`config.mk`:
```
export PLATFORM = sky130hd
export DESIGN_NAME = tsum_top
export DESIGN_NICKNAME = d
export VERILOG_FILES = /design/src/rtl/tsum_pkg.sv /design/src/rtl/tsum_counter.sv /design/src/rtl/tsum_accum.sv /design/src/rtl/tsum_ctrl.sv /design/src/rtl/tsum_top.sv
export SDC_FILE = /design/constraint.sdc
export NUM_CORES = 1
export LEC_CHECK = 0
export BUFFER_PORTS_ARGS = -buffer_cell sky130_fd_sc_hd__buf_4
export CAP_MARGIN = 20
export CORE_UTILIZATION = 48
export DETAILED_ROUTE_END_ITERATION = 8
export PLACE_DENSITY = 0.74
export SYNTH_ARGS = -nofsm -noshare
export SYNTH_HDL_FRONTEND = slang
export SYNTH_SLANG_ARGS = --single-unit
```
`constraint.sdc`:
```
create_clock -name clk -period 1.6 [get_ports clk]
set_input_delay 0.24 -clock clk [delete_from_list [all_inputs] [get_ports clk]]
set_output_delay 0.24 -clock clk [all_outputs]
set_load 0.02 [all_outputs]
```
`src/rtl/tsum_pkg.sv`:
```
package tsum_pkg;
  typedef enum logic [2:0] {
    ST_IDLE = 3'b000,
    ST_LOAD = 3'b001,
    ST_TEST = 3'b010,
    ST_ADD  = 3'b011,
    ST_DEC  = 3'b100,
    ST_DONE = 3'b101
  } tsum_state_e;

  typedef struct packed {
    logic load;
    logic count;
    logic clear;
    logic sumload;
    logic done;
  } tsum_strobe_t;
endpackage

```
`src/rtl/tsum_counter.sv`:
```
module tsum_counter #(
  parameter int W = 4
) (
  input  logic         clk,
  input  logic         rst_n,
  input  logic         load,
  input  logic         count,
  input  logic [W-1:0] d,
  output logic [W-1:0] q,
  output logic         zero
);
  always_ff @(posedge clk or negedge rst_n) begin
    if (!rst_n)     q <= '0;
    else if (load)  q <= d;
    else if (count) q <= q - 1'b1;
  end

  assign zero = (q == '0);

  AST_LOAD_WINS: assert property (@(posedge clk) disable iff (!rst_n)
    load |=> q == $past(d));
  AST_DECREMENT: assert property (@(posedge clk) disable iff (!rst_n)
    (!load && count) |=> q == W'($past(q) - 1'b1));
  AST_HOLD: assert property (@(posedge clk) disable iff (!rst_n)
    (!load && !count) |=> $stable(q));
endmodule

```
`src/rtl/tsum_accum.sv`:
```
module tsum_accum #(
  parameter int CW = 4,
  parameter int AW = 8
) (
  input  logic          clk,
  input  logic          rst_n,
  input  logic          clear,
  input  logic          we,
  input  logic [CW-1:0] addend,
  output logic [AW-1:0] q
);
  localparam int PAD_W = AW - CW;

  function automatic logic [AW-1:0] widen_add(input logic [AW-1:0] acc,
                                               input logic [CW-1:0] v);
    return acc + {{PAD_W{1'b0}}, v};
  endfunction

  always_ff @(posedge clk or negedge rst_n) begin
    if (!rst_n)     q <= '0;
    else if (clear) q <= '0;
    else if (we)    q <= widen_add(q, addend);
  end

  AST_CLEAR_WINS: assert property (@(posedge clk) disable iff (!rst_n)
    clear |=> q == '0);
  AST_ACC_STEP: assert property (@(posedge clk) disable iff (!rst_n)
    (!clear && we) |=> (q - $past(q)) == AW'($past(addend)));
  AST_ACC_HOLD: assert property (@(posedge clk) disable iff (!rst_n)
    (!clear && !we) |=> $stable(q));
endmodule

```
`src/rtl/tsum_ctrl.sv`:
```
module tsum_ctrl
  import tsum_pkg::*;
(
  input  logic         clk,
  input  logic         rst_n,
  input  logic         start,
  input  logic         zero,
  output tsum_strobe_t stb
);
  tsum_state_e state, state_nx;

  always_ff @(posedge clk or negedge rst_n) begin
    if (!rst_n) state <= ST_IDLE;
    else        state <= state_nx;
  end

  always_comb begin
    state_nx = state;
    case (state)
      ST_IDLE: if (start) state_nx = ST_LOAD;
      ST_LOAD: state_nx = ST_TEST;
      ST_TEST: state_nx = zero ? ST_DONE : ST_ADD;
      ST_ADD:  state_nx = ST_DEC;
      ST_DEC:  state_nx = ST_TEST;
      ST_DONE: state_nx = ST_IDLE;
      default: state_nx = ST_IDLE;
    endcase
  end

  always_comb begin
    stb = '0;
    case (state)
      ST_IDLE: stb.clear   = 1'b1;
      ST_LOAD: stb.load    = 1'b1;
      ST_ADD:  stb.sumload = 1'b1;
      ST_DEC:  stb.count   = 1'b1;
      ST_DONE: stb.done    = 1'b1;
      default: stb = '0;
    endcase
  end

  AST_IDLE_WAIT: assert property (@(posedge clk) disable iff (!rst_n)
    (state == ST_IDLE && !start) |=> state == ST_IDLE);
  AST_ZERO_EXIT: assert property (@(posedge clk) disable iff (!rst_n)
    (state == ST_TEST && zero) |=> stb.done);
  AST_STROBE_EXCL: assert property (@(posedge clk) disable iff (!rst_n)
    $onehot0(stb));
  AST_DONE_PULSE: assert property (@(posedge clk) disable iff (!rst_n)
    stb.done |=> !stb.done && stb.clear);
  AST_LOAD_PULSE: assert property (@(posedge clk) disable iff (!rst_n)
    stb.load |=> !stb.load);
endmodule

```
`src/rtl/tsum_top.sv`:
```
module tsum_top
  import tsum_pkg::*;
#(
  parameter int CNT_W = 4,
  parameter int ACC_W = 8
) (
  input  logic             clk,
  input  logic             rst_n,
  input  logic             start,
  input  logic [CNT_W-1:0] n_in,
  output logic [ACC_W-1:0] sum_out,
  output logic [CNT_W-1:0] cval,
  output logic             load_out,
  output logic             done
);
  tsum_strobe_t     stb;
  logic             cnt_zero;
  logic [CNT_W-1:0] cnt_q;

  tsum_ctrl u_ctrl (
    .clk   (clk),
    .rst_n (rst_n),
    .start (start),
    .zero  (cnt_zero),
    .stb   (stb)
  );

  tsum_counter #(.W(CNT_W)) u_cnt (
    .clk   (clk),
    .rst_n (rst_n),
    .load  (stb.load),
    .count (stb.count),
    .d     (n_in),
    .q     (cnt_q),
    .zero  (cnt_zero)
  );

  tsum_accum #(.CW(CNT_W), .AW(ACC_W)) u_acc (
    .clk    (clk),
    .rst_n  (rst_n),
    .clear  (stb.clear),
    .we     (stb.sumload),
    .addend (cnt_q),
    .q      (sum_out)
  );

  assign cval     = cnt_q;
  assign load_out = stb.load;
  assign done     = stb.done;

  AST_DONE_AT_ZERO: assert property (@(posedge clk) disable iff (!rst_n)
    done |-> cval == '0);
  AST_RESULT_KEPT: assert property (@(posedge clk) disable iff (!rst_n)
    done |=> $stable(sum_out));
endmodule

```
==> qor.yml <==
status: "finished with violations"
violations: "setup timing"
p_per_area_mw_per_mm2: 2090
synth_ff_type: "dfrtp_1"
worst_pin_slew_ns: 0.433
cts_sinks: 15
wl_per_cell_um: 14.9
finalSetupTns_ns: -0.00624
final_cell_area_mm2: 0.00132
start_util: 0.506
cts_buffers: 3
grt_pass1_vias: 797
synth_top_family_by_area: "compound AO/OA/AOI/OAI gates"
dp_hpwl_mm: 1.67
syn-cell-area_um2: 992
yosysTopAreaCell: "dfrtp_1"
worstSkewPairLatency_ns: 0.28
synth_fp_nets: 109
grt_max_degree: 16
ir_worst_vdd_v: 0.00114
synth_area_per_cell_um2: 10.3
synth-edff-count: 0
synthMuxAreaShare: 0.0101
synth_xor_area_frac: 0.00883
slew_viol_final: 0
num-fill-cells: 174
placed_area_mm2: 0.00124
clockBufferDepth: 2
yosys.area.top_type_share: 0.378
required_ns: 1.75
drtIter0Drc: 22
drive_gt1_frac: 0.419
io_pins: 21
fmax_mhz: 623
yosysWarnings: 0
pre_cts_slack_ns: -0.00873
grt_pass1_wl_mm: 3.48
synth_area_leaders: "dfrtp_1 (38%), ha_1 (6.3%), a22o_1 (5.3%)"
ys_ff_latch: 15
cp-start-kind: "flip-flop"
diodes: 0
cts_max_level: 1
yosysSeqAreaShare: 0.378
yosys.area_share.simple: 0.170
ys_types: 43
clkTransAtPathRegs_ns: 0.10
row_count: 16
rsz0062_at_grt: "true"
drt_wl_total_mm: 2.33
drtAntennaViolNets: 0
die_area_mm2: 0.00225
coreArea_mm2: 0.00196
grt_usage: 0.223
slew_headroom: 0.711
cp.arrival_ns: 1.75
crit_path_end_kind: "flip-flop"
post-route-period-util: 1.00
cp_max_fo: 3
vias: 910
syn_inst: 96
dr.pass1.iters: 4
critical_path_class: "reg -> reg"
finalHoldViolCount: 0
setup_viol: 1
io_buffers: 20
route.detailed.drc: 0
synth_compound_area_frac: 0.293
antenna_found_initial: 0
fin_ws_ns: -0.00624
die_h_um: 47.5
synth_most_common_cell: "dfrtp_1"
async_flop_share: 1.00
vias_per_cell: 5.83
period_needed_ns: 1.61
gr-total-overflow: 0
die_x_um: 47.5
synth-adder-area-share: 0.0832
area_delta_synth_final_pct: 32.5
cap_violations: 0
fin_nets: 143
fin_worst_skew_ns: 0.00640
cts_tree: "yes"
place_congestion: 0.885
hold_path.class: "in -> reg"
synth_common_cells: "dfrtp_1 (15), a22o_1 (6), inv_1 (6)"
leakage_nw: 0.617
cts_root_buf: "clkbuf_4"
metrics by stage:
step | utilization | total power, mW | instances | hold slack (ns)
2_1_floorplan | - | 1.88 | 96 | -0.0556
3_3_place_gp | 0.631 | 2.38 | 149 | 0.105
3_5_place_dp | 0.631 | 2.42 | 149 | 0.109
4_1_cts | 0.654 | 2.67 | 154 | 0.157
5_1_grt | 0.670 | 2.96 | 156 | 0.148
6_report | 0.670 | 2.75 | 156 | 0.162
power by group:
| part | total [mW] | switching [mW] | leakage (nW) | internal (mW) |
|---|---|---|---|---|
| clock network | 0.219 | 0.122 | 0.0150 | 0.0965 |
| registers | 0.750 | 0.214 | 0.184 | 0.536 |
| logic | 1.78 | 0.919 | 0.418 | 0.859 |
worst max-delay path, cell delays in order, from the launching register on:
cell and delay (ns):
dfrtp_1 0.44, ha_1 0.36, a211o_1 0.34, a31oi_2 0.23
o311ai_1 0.11
worst paths after layout:
path | startpoint | endpoint | slack, ns | cells after the start
setup / recovery | u_acc.q[1] | u_acc.q[5] | -0.006 | 4
setup reg to reg | u_acc.q[1] | u_acc.q[5] | -0.006 | 4
hold / removal | start | u_ctrl.state[0] | 0.16 | 2
max in group asynchronous | rst_n | u_ctrl.state[0] | 1.07 | 2
min in group asynchronous | rst_n | u_acc.q[2] | 0.33 | 2
hold reg to reg | u_acc.q[6] | u_acc.q[6] | 0.53 | 1
cells by family (layout without fill, tap and decap cells):
logic type                 Yosys count  count (layout)
AOI/OAI and AO/OA                   37              37
xor gates and xnor gates             1               1
adders and majority gates            6               6
buffers and inverters               11              44
DFF                                 15              15
muxes                                1               1
and+or+nand+nor                     25              25
flip-flops by register name (all words and copies together), names as in the netlist:
signal	count
u_cnt.q	4
u_acc.q	8
u_ctrl.state	3
metal layers:
metal / vias to the layer above / track usage / share of wire
met5: - / 0 / 0
met3: 4 / 0.0415 / 0.032
met2: 24 / 0.362 / 0.50
met4: 0 / 0.0743 / 0.0073
met1: 444 / 0.299 / 0.46
li1: 438 / - / -
cells in the final DEF (no fill, tap or decap), types with 3 or more instances in the layout:
| cell type | instances |
|---|---|
| o211ai_1 | 3 |
| a21oi_1 | 5 |
| clkbuf_4 | 3 |
| buf_4 | 31 |
| ha_1 | 4 |
| dfrtp_1 | 11 |
| nand3_1 | 5 |
| dfrtp_2 | 4 |
| nor2b_2 | 3 |
| a22o_1 | 6 |
| inv_1 | 6 |
timing repair:
item / in CTS / in global routing
endpoints found under the setup margin: 3 / 7
hold endpoints to repair: 15 / 0
setup buffers: 0 / 2
resized for setup: 2 / 5
hold buffers: 1 / 0
pin swaps: 0 / 2
area by class of cell:
class	count	area, um2	area share
tap	27	33.8	0.0257
multi-input combinational	70	594	0.452
timing repair buffer	33	254	0.193
clock buffer	4	26.3	0.0200
sequential	15	380	0.289
inverter	7	26.3	0.0200
No activity file was read; power rests on OpenSTA's default activity.
